## src/rtl/irq_prio_pkg.sv

```systemverilog
package irq_prio_pkg;
  // priority class is the upper nibble of a vector
  localparam int CLS_W = 4;

  typedef enum logic [2:0] {
    DM_FIXED  = 3'b000,
    DM_LOWEST = 3'b001,
    DM_RSVD2  = 3'b010,
    DM_RSVD3  = 3'b011,
    DM_NMI    = 3'b100,
    DM_INIT   = 3'b101,
    DM_START  = 3'b110,
    DM_EXT    = 3'b111
  } dmode_e;
endpackage

```

## src/rtl/irq_prio_find.sv

```systemverilog
// Combinational highest-set-bit search: per-word encoders, then word select.
module irq_prio_find #(
  parameter int NUM_VEC = 256,
  parameter int WORD_W  = 32,
  parameter int VEC_W   = $clog2(NUM_VEC)
) (
  input  logic [NUM_VEC-1:0] map_i,
  output logic               found_o,
  output logic [VEC_W-1:0]   vec_o
);
  localparam int NUM_WORDS = NUM_VEC / WORD_W;
  localparam int BIT_W     = $clog2(WORD_W);
  localparam int WIDX_W    = VEC_W - BIT_W;

  logic [NUM_WORDS-1:0]       word_any;
  logic [NUM_WORDS*BIT_W-1:0] word_top;

  for (genvar g = 0; g < NUM_WORDS; g++) begin : g_word
    logic [WORD_W-1:0] slice;
    logic [BIT_W-1:0]  top_b;
    assign slice = map_i[g*WORD_W +: WORD_W];
    always_comb begin
      top_b = '0;
      for (int b = 0; b < WORD_W; b++) begin
        if (slice[b]) top_b = BIT_W'(b);
      end
    end
    assign word_any[g]                  = |slice;
    assign word_top[g*BIT_W +: BIT_W]   = top_b;
  end

  logic [WIDX_W-1:0] sel;
  always_comb begin
    sel = '0;
    for (int w = 0; w < NUM_WORDS; w++) begin
      if (word_any[w]) sel = WIDX_W'(w);
    end
  end

  assign found_o = |word_any;
  assign vec_o   = {sel, word_top[sel*BIT_W +: BIT_W]};
endmodule

```

## src/rtl/irq_prio_map.sv

```systemverilog
// One vector bit map held as words; per-word clock enable, clear then set.
module irq_prio_map #(
  parameter int NUM_VEC = 256,
  parameter int WORD_W  = 32
) (
  input  logic               clk,
  input  logic               rst_ni,
  input  logic [NUM_VEC-1:0] set_i,
  input  logic [NUM_VEC-1:0] clr_i,
  output logic [NUM_VEC-1:0] map_o
);
  localparam int NUM_WORDS = NUM_VEC / WORD_W;

  for (genvar g = 0; g < NUM_WORDS; g++) begin : g_word
    logic [WORD_W-1:0] set_w, clr_w, word_d, word_q;
    logic              word_en;

    assign set_w = set_i[g*WORD_W +: WORD_W];
    assign clr_w = clr_i[g*WORD_W +: WORD_W];

    always_comb begin
      word_en = |(set_w | clr_w);
      word_d  = (word_q & ~clr_w) | set_w;
    end

    always_ff @(posedge clk or negedge rst_ni) begin
      if (!rst_ni)      word_q <= '0;
      else if (word_en) word_q <= word_d;
    end

    assign map_o[g*WORD_W +: WORD_W] = word_q;
  end
endmodule

```

## src/rtl/irq_prio_judge.sv

```systemverilog
// Delivery gate and processor priority from the encoder results.
module irq_prio_judge
  import irq_prio_pkg::*;
#(
  parameter int VEC_W = 8
) (
  input  logic             enable_i,
  input  logic             irr_found_i,
  input  logic [VEC_W-1:0] irr_top_i,
  input  logic             isr_found_i,
  input  logic [CLS_W-1:0] isr_cls_i,
  input  logic [VEC_W-1:0] tpr_i,
  output logic             pend_valid_o,
  output logic [VEC_W-1:0] pend_vec_o,
  output logic [VEC_W-1:0] ppr_o
);
  logic [CLS_W-1:0] svc_cls, req_cls, tpr_cls;

  always_comb begin
    svc_cls = isr_found_i ? isr_cls_i : '0;
    req_cls = irr_top_i[VEC_W-1 -: CLS_W];
    tpr_cls = tpr_i[VEC_W-1 -: CLS_W];

    pend_valid_o = enable_i && irr_found_i && (req_cls > svc_cls);
    pend_vec_o   = irr_top_i;

    if (tpr_cls >= svc_cls) ppr_o = tpr_i;
    else                    ppr_o = {svc_cls, {(VEC_W-CLS_W){1'b0}}};
  end
endmodule

```

## src/rtl/irq_prio_ctrl.sv

```systemverilog
module irq_prio_ctrl
  import irq_prio_pkg::*;
#(
  parameter int NUM_VEC = 256,
  parameter int WORD_W  = 32,
  parameter int VEC_W   = $clog2(NUM_VEC)
) (
  input  logic             clk,
  input  logic             rst_n,
  input  logic             enable_i,
  input  logic             req_valid_i,
  input  logic [VEC_W-1:0] req_vec_i,
  input  logic [2:0]       req_mode_i,
  input  logic             req_level_i,
  input  logic             ack_valid_i,
  input  logic [VEC_W-1:0] ack_vec_i,
  input  logic             eoi_i,
  input  logic             tpr_we_i,
  input  logic [VEC_W-1:0] tpr_wdata_i,
  output logic             pend_valid_o,
  output logic [VEC_W-1:0] pend_vec_o,
  output logic [VEC_W-1:0] ppr_o,
  output logic             eoi_ntf_o,
  output logic [VEC_W-1:0] eoi_ntf_vec_o
);
  localparam logic [NUM_VEC-1:0] ONE = {{(NUM_VEC-1){1'b0}}, 1'b1};

  // reset: asserted asynchronously, released after two clock edges
  logic [1:0] rst_pipe;
  logic       rst_ni;
  always_ff @(posedge clk or negedge rst_n) begin
    if (!rst_n) rst_pipe <= '0;
    else        rst_pipe <= {rst_pipe[0], 1'b1};
  end
  assign rst_ni = rst_pipe[1];

  // maps and searches
  logic [NUM_VEC-1:0] irr_q, isr_q, tmr_q;
  logic [NUM_VEC-1:0] irr_set, irr_clr, isr_set, isr_clr, tmr_set, tmr_clr;
  logic               irr_found, isr_found;
  logic [VEC_W-1:0]   irr_top, isr_top;

  irq_prio_map #(.NUM_VEC(NUM_VEC), .WORD_W(WORD_W)) u_irr (
    .clk(clk), .rst_ni(rst_ni), .set_i(irr_set), .clr_i(irr_clr), .map_o(irr_q));
  irq_prio_map #(.NUM_VEC(NUM_VEC), .WORD_W(WORD_W)) u_isr (
    .clk(clk), .rst_ni(rst_ni), .set_i(isr_set), .clr_i(isr_clr), .map_o(isr_q));
  irq_prio_map #(.NUM_VEC(NUM_VEC), .WORD_W(WORD_W)) u_tmr (
    .clk(clk), .rst_ni(rst_ni), .set_i(tmr_set), .clr_i(tmr_clr), .map_o(tmr_q));

  irq_prio_find #(.NUM_VEC(NUM_VEC), .WORD_W(WORD_W), .VEC_W(VEC_W)) u_find_irr (
    .map_i(irr_q), .found_o(irr_found), .vec_o(irr_top));
  irq_prio_find #(.NUM_VEC(NUM_VEC), .WORD_W(WORD_W), .VEC_W(VEC_W)) u_find_isr (
    .map_i(isr_q), .found_o(isr_found), .vec_o(isr_top));

  // task priority register
  logic [VEC_W-1:0] tpr_d, tpr_q;
  always_comb tpr_d = tpr_wdata_i;
  always_ff @(posedge clk or negedge rst_ni) begin
    if (!rst_ni)       tpr_q <= '0;
    else if (tpr_we_i) tpr_q <= tpr_d;
  end

  // request / acknowledge / end-of-interrupt next-state decode
  logic             mode_ok, same_vec, req_bit_after_ack, req_take;
  logic             eoi_do, eoi_lvl;
  logic [NUM_VEC-1:0] req_mask, ack_mask, eoi_mask;
  logic             ntf_d;
  logic [VEC_W-1:0] ntf_vec_d;

  always_comb begin
    mode_ok  = (dmode_e'(req_mode_i) == DM_FIXED) || (dmode_e'(req_mode_i) == DM_LOWEST);
    req_mask = ONE << req_vec_i;
    ack_mask = ack_valid_i ? (ONE << ack_vec_i) : '0;
    eoi_mask = ONE << isr_top;
    same_vec = ack_valid_i && (ack_vec_i == req_vec_i);
    // the acknowledge of the same cycle counts before the drop test
    req_bit_after_ack = irr_q[req_vec_i] && !same_vec;
    req_take = req_valid_i && enable_i && mode_ok && !(req_level_i && req_bit_after_ack);

    eoi_do  = eoi_i && isr_found;
    eoi_lvl = eoi_do && tmr_q[isr_top];

    irr_set = req_take ? req_mask : '0;
    irr_clr = ack_mask;
    isr_set = ack_mask;
    isr_clr = eoi_do ? eoi_mask : '0;
    tmr_set = (req_take && req_level_i) ? req_mask : '0;
    tmr_clr = eoi_lvl ? eoi_mask : '0;

    ntf_d     = eoi_lvl;
    ntf_vec_d = isr_top;
  end

  // level end-of-interrupt notification
  logic             ntf_q;
  logic [VEC_W-1:0] ntf_vec_q;
  always_ff @(posedge clk or negedge rst_ni) begin
    if (!rst_ni) begin
      ntf_q     <= 1'b0;
      ntf_vec_q <= '0;
    end else begin
      ntf_q <= ntf_d;
      if (ntf_d) ntf_vec_q <= ntf_vec_d;
    end
  end
  assign eoi_ntf_o     = ntf_q;
  assign eoi_ntf_vec_o = ntf_vec_q;

  irq_prio_judge #(.VEC_W(VEC_W)) u_judge (
    .enable_i    (enable_i),
    .irr_found_i (irr_found),
    .irr_top_i   (irr_top),
    .isr_found_i (isr_found),
    .isr_cls_i   (isr_top[VEC_W-1 -: CLS_W]),
    .tpr_i       (tpr_q),
    .pend_valid_o(pend_valid_o),
    .pend_vec_o  (pend_vec_o),
    .ppr_o       (ppr_o)
  );
endmodule

```

## config.mk

```make
export PLATFORM = sky130hd
export DESIGN_NAME = irq_prio_ctrl
export DESIGN_NICKNAME = d
export VERILOG_FILES = /design/src/rtl/irq_prio_pkg.sv /design/src/rtl/irq_prio_find.sv /design/src/rtl/irq_prio_map.sv /design/src/rtl/irq_prio_judge.sv /design/src/rtl/irq_prio_ctrl.sv
export SDC_FILE = /design/constraint.sdc
export NUM_CORES = 2
export LEC_CHECK = 0
export ABC_CLOCK_PERIOD_IN_PS = 55000
export CAP_MARGIN = 20
export CORE_MARGIN = 1
export CORE_UTILIZATION = 55
export CTS_CLUSTER_DIAMETER = 60
export DETAILED_ROUTE_END_ITERATION = 8
export PLACE_DENSITY = 0.71
export SLEW_MARGIN = 10
export SYNTH_ARGS = -nofsm -noshare
export SYNTH_HDL_FRONTEND = slang
export SYNTH_SLANG_ARGS = --single-unit
```

## constraint.sdc

```tcl
create_clock -name clk -period 55 [get_ports clk]
set_input_delay 8.25 -clock clk [delete_from_list [all_inputs] [get_ports clk]]
set_output_delay 8.25 -clock clk [all_outputs]
set_load 0.01 [all_outputs]
```

======== Word level (Yosys, flattened, before mapping) ========
Cells that the tools add are included.
W data, S select, Z words.
word-level totals
  register bits after elaboration ......... 787
cells by class
  multiply operators ...................... 2
  $lt $le $gt $ge ......................... 4
  equal/unequal tests ..................... 2
  shift operators ......................... 5
  mux-type cells .......................... 521
  bitwise gates (word level) .............. 96
  reductions and logical operators ........ 55
operators by type and width
  cell                     count
  $or A32 B32 Y32          48
  $mux W256                5
  $mux W5                  256
  $reduce_or A32 Y1        38
  $and A32 B32 Y32         24
  $not A32 Y32             24
  $shl A1 B8 Y256 const A  3
  $mux W4                  129
  $reduce_or A256 Y1       2
  $mux W3                  72
  $shiftx A40 B7 Y5        2
  $mux W2                  36
  $mux W1                  20
  $lt A8 B9 Y1 const B     2
  $bmux W1 S8              2
  $mul A3 B3 Y6 const B    2
  $logic_and A1 B1 Y1      11
  $eq A8 B8 Y1             1
  $mux W8                  1
  $ge A4 B4 Y1             1
  $gt A4 B4 Y1             1
  $eq A3 B1 Y1 const B     1
  $logic_not A3 Y1         1
  $logic_not A1 Y1         2
  $logic_or A1 B1 Y1       1

======== Longest topological paths before layout ========
  depth in word-level cells ............... 39
  gate-level depth with buffers ........... 23

======== By module ========
From an unflattened synthesis, not the netlist that was laid out.
second synthesis, totals
  cells, all modules ...................... 5623
  area total of the unflattened synthesis .. 47281.6 um^2
by module, submodules not included
  module          times used  cells each  area an instance (um^2)  seq. area each (um^2)
  irq_prio_map    3           768         9288.9                   6406.1
  irq_prio_ctrl   1           2222        12926.1                  475.5
  irq_prio_find   2           527         3062.9                   0.0
  irq_prio_judge  1           43          362.8                    0.0

======== Worst setup path after synthesis ========
No wires, ideal clock.
  kind .................................... input port to output port
  start ................................... in enable_i
  end ..................................... out pend_valid_o
  data arrival time ....................... 8.575 ns
  required time ........................... 46.750 ns
  slack ................................... 38.175 ns
  stages on the path ...................... 2
  path buffers ............................ 0
  cells stage by stage .................... o211ai_1 > a41oi_1
between the ends
  cells in the longest elaborated chain, start to end .. 2
ends and longest elaborated chain
  item                              RTL line              RTL
  start: declaration                irq_prio_ctrl.sv:10   input logic enable_i,
  $logic_and A1 B1 Y1 (2 in a row)  irq_prio_judge.sv:24  pend_valid_o = enable_i && irr_found_i && (req_cls > svc_cls);
  end: declaration                  irq_prio_ctrl.sv:20   output logic pend_valid_o,
Every way passes these cells.

======== Worst setup path in the final report ========
Same ends and word-level chain as after synthesis.

==> impl_summary.txt <==
----------------------------------------------------
[Worst setup path]
  Setup CP Type ... input pin to output port
  Critical Path Start ... enable_i
  Crit Reg-Reg Endpoint ... eoi_ntf_vec_o[6]$_DFFE_PN0P_
  Element type at the critical path start ... input pin
  Crit. End Element ... output port
  Worst flop-to-flop path startpoint ... u_isr.g_word[4].word_q[21]$_DFFE_PN0P_
  Largest fanout on the critical path ... 2
  Crit path capture ... pend_valid_o
  Worst path arrival time ... 9.73 ns
  WP data required ... approximately 47 ns
  Length in cells of the worst reg-to-reg path ... 19
  Register-to-register path setup slack ... roughly 46 ns

[Power and ir drop]
  Internal Pwr Total ... 1.45 mW
  Leakage power of the design ... between 20 and 25 nW
  Peak VDD IR ... 0.173 mV
  Clock network power share ... a little under a fifth
  Comb pwr share ... 61.5%
  Seq pwr share ... 19.6%
  Switch share ... 56.5%
  Pwr per Cell Area ... 70.4 nW/um^2
  Switching component of the power ... 1.88 mW

[Timing]
  Slew Viols, Final ... 0
  Maximum frequency from static timing analysis ... 0.0556 GHz
  Part of the cycle the worst path needs ... 32.7%
  Worst Hold Margin ... about 0.35 ns
  Hold violation total from the final report ... 0
  Final-report setup violation count ... 0
  Post-Route Skew ... 0.0319 ns
  Setup repair after global routing missed its margin ... false
  Worst slew pin tran ... 1.28 ns
  Clock period minus final worst setup slack ... 17.98 ns
  Worst slew margin relative to its limit ... about an eighth
  Setup tns final ... 0 ns

[Global routing]
  Met1 Track Usage GR ... 64.0%
  Remaining Overflow, GRT ... 0
  Number of global-route vias before repair ... 39900
  Pin count of the biggest net entering global routing ... 78
  Global routing usage on met3 ... 18.5%
  Wire length of the first global-routing pass ... 275 mm
  Number of antenna violations at the first check in global routing ... 13
  Most Used Layer, Global Route ... met2
  Met2 routing resource usage after global routing ... 67.5%
  Overall Global Routing Usage ... around half

[Floorplanning]
  Ports ... 61
  Core Region ... between 70000 and 80000 sq um
  Die width ... around 280 microns
  Count of standard-cell rows ... 101
  Initial core utilization ... 55.9%
  Vert. Die Dim ... 281 microns
  Area enclosed by the die boundary ... ~80000 sq um

[Routing]
  Number of antenna-violating nets in the routed design ... 0
  Starting DRT DRC Count ... 6182
  DR pass1 iterations ... 7
  Post-detailed-route DRC marker count ... 0
  DR WL/cell ... 32.4 microns
  Vias ... 42900
  Average via count per standard cell ... just over 7
  Total wirelength of the detailed-routed design ... slightly below 200 mm

[Logic synthesis]
  Proportion of netlist area held by the largest area contributor ... 46.1%
  Yosys cell types ... 94
  Number of synthesized register bits ... 787
  Mean area per synthesized cell ... between 8 and 9 sq um
  Number of flops mapped to enable cells by yosys ... 0
  Net count after synthesis ... 4898
  Flip-flop cell with the highest count after synthesis ... dfrtp_1
  Async set-or-reset flop fraction in the synthesized netlist ... 100%
  Cell with the most instances after synthesis ... o21ai_0
  Dominant cells by area after synthesis ... dfrtp_1 46%, o21ai_0 11%, nand2_1 7.9%
  Post-Syn Area ... 42800 sq um
  Largest area contributor in the synthesized netlist ... dfrtp_1
  Post-Syn Instances ... 4855
  Top cells by instance count after synthesis ... 949 x o21ai_0, 899 x nand2_1, 787 x dfrtp_1
  Yosys warnings ... 0
  Sequential share of the synthesized area ... 46.1%

[Clocking]
  Maximum clock insertion buffer count ... 3
  Clock insertion delay at the later pin of the skew report ... 0.68 ns
  Resized cells post-CTS ... 0
  Root buffer cell ... clkbuf_16
  Sinks on the clock net ... 787
  Clock buffer count from CTS ... 89
  Number of H-tree levels ... 3
  Post-CTS Setup Bufs ... 0
  TritonCTS clock tree ... done
  Reg clk slew, reported paths ... 0.06 ns
  Number of buffers added to fix hold violations after cts ... 0

[Placement]
  Cell total after placement ... 5760
  DP Wirelength ... 133 mm
  Final GP Congestion ... roughly 1.0
  Count of buffers inserted at the top-level ports ... between 50 and 60

[Final layout]
  # nets final ... between 4000 and 5000
  Share of cells above drive strength 1 ... 8.86%
  P&R area growth vs syn ... 10.8%
  Final cell count without fillers ... 5934

[Job]
  Reported max-cap violation count ... 0

[Run status]
  Result of the run ... complete, no violations

[Worst hold path]
  Min-delay worst type ... register to register

----------------------------------------------------
==> worst max-delay path, cell delays in order <==
cell and delay [ns]:
clkdlybuf4s50_1 0.54, o211ai_1 0.11, a41oi_1 0.25, clkdlybuf4s50_1 0.58
==> logic make-up after synthesis <==
| group | synth area share [%] |
|---|---|
| AO/OA/AOI/OAI | 23.6 |
| other | 0.00877 |
| AND/OR/NAND/NOR | 19.4 |
| multiplexers | 6.50 |
| flip-flops | 46.1 |
| adder cells (fa/ha/maj) | 0.234 |
| buffers and inverters | 4.02 |
| XOR/XNOR | 0.164 |
==> power groups by stage <==
stage	logic, mW	clock network (mW)	registers (mW)
after detailed placement	1.89	0	0.662
after CTS	1.89	0.627	0.653
after global placement	1.88	0	0.662
after global routing	2.06	0.650	0.660
after floorplan	1.17	0	0.661
final	2.05	0.629	0.655
==> registers in the layout, summed over array words and instances (netlist names) <==
register	cells
rst_pipe	2
eoi_ntf_o	1
eoi_ntf_vec_o	8
u_tmr.g_word.word_q	256
u_isr.g_word.word_q	256
tpr_q	8
u_irr.g_word.word_q	256
==> layer usage <==
layer | up-vias | routed length (microns) | part of all wire [%]
met1 | 21000 | 70900 | 37
met3 | 847 | 29000 | 15
met2 | 3306 | 77900 | 40
li1 | 17800 | - | -
met4 | 10 | 14700 | 7.6
met5 | - | 73 | 0.038
==> layout by cell type (no fill, tap or decap), types with 36 or more instances in the layout <==
cell / netlist / final
inv_1: 140 / 140
nor3_1: 151 / 149
nand4_1: 36 / 36
o31ai_1: 85 / 85
clkbuf_16: 0 / 90
a21oi_1: 118 / 118
clkdlybuf4s50_1: 0 / 56
a22o_1: 79 / 79
o21ai_0: 949 / 948
nand2_1: 899 / 890
buf_4: 14 / 93
dfrtp_1: 787 / 786
nor2_1: 328 / 326
nand2b_1: 39 / 38
nand3_1: 98 / 94
o2bb2ai_1: 79 / 79
mux2i_1: 57 / 57
mux4_2: 83 / 83
nor4_1: 110 / 109
==> how the worst min path moves through the flow <==
stage                          start               endpoint  slack (ns)  cells after the start
6_report       rst_pipe[0]$_DFF_PN0_  rst_pipe[1]$_DFF_PN0_        0.35                      0
5_1_grt        rst_pipe[0]$_DFF_PN0_  rst_pipe[1]$_DFF_PN0_        0.36                      0
4_1_cts        rst_pipe[0]$_DFF_PN0_  rst_pipe[1]$_DFF_PN0_        0.36                      0
3_5_place_dp   rst_pipe[0]$_DFF_PN0_  rst_pipe[1]$_DFF_PN0_        0.35                      0
3_3_place_gp   rst_pipe[0]$_DFF_PN0_  rst_pipe[1]$_DFF_PN0_        0.34                      0
2_1_floorplan  rst_pipe[0]$_DFF_PN0_  rst_pipe[1]$_DFF_PN0_        0.33                      0
==> cell type report <==
class,instances,area (sq um)
Clock buffer,125,2560
Clock inverter,37,487
Multi-Input combinational cell,3648,21400
Tap cell,1030,1290
Sequential cell,787,19700
Fill cell,6580,29100
Timing Repair Buffer,156,1360
Antenna cell,6,15.0
Inverter,145,544
==> per-stage QoR <==
stage / setup slack (ns) / util [%] / power [mW] / cell area [sq um]
3_5_place_dp: 37.04 / 57.9 / 2.55 / 44200
6_report: 37.02 / 62.0 / 3.34 / 47400
2_1_floorplan: 31.44 / - / 1.83 / 42800
3_3_place_gp: 37.06 / 57.8 / 2.54 / 44200
4_1_cts: 37.03 / 61.9 / 3.17 / 47300
5_1_grt: 36.93 / 62.0 / 3.37 / 47400
No activity file was read; power rests on OpenSTA's default activity.
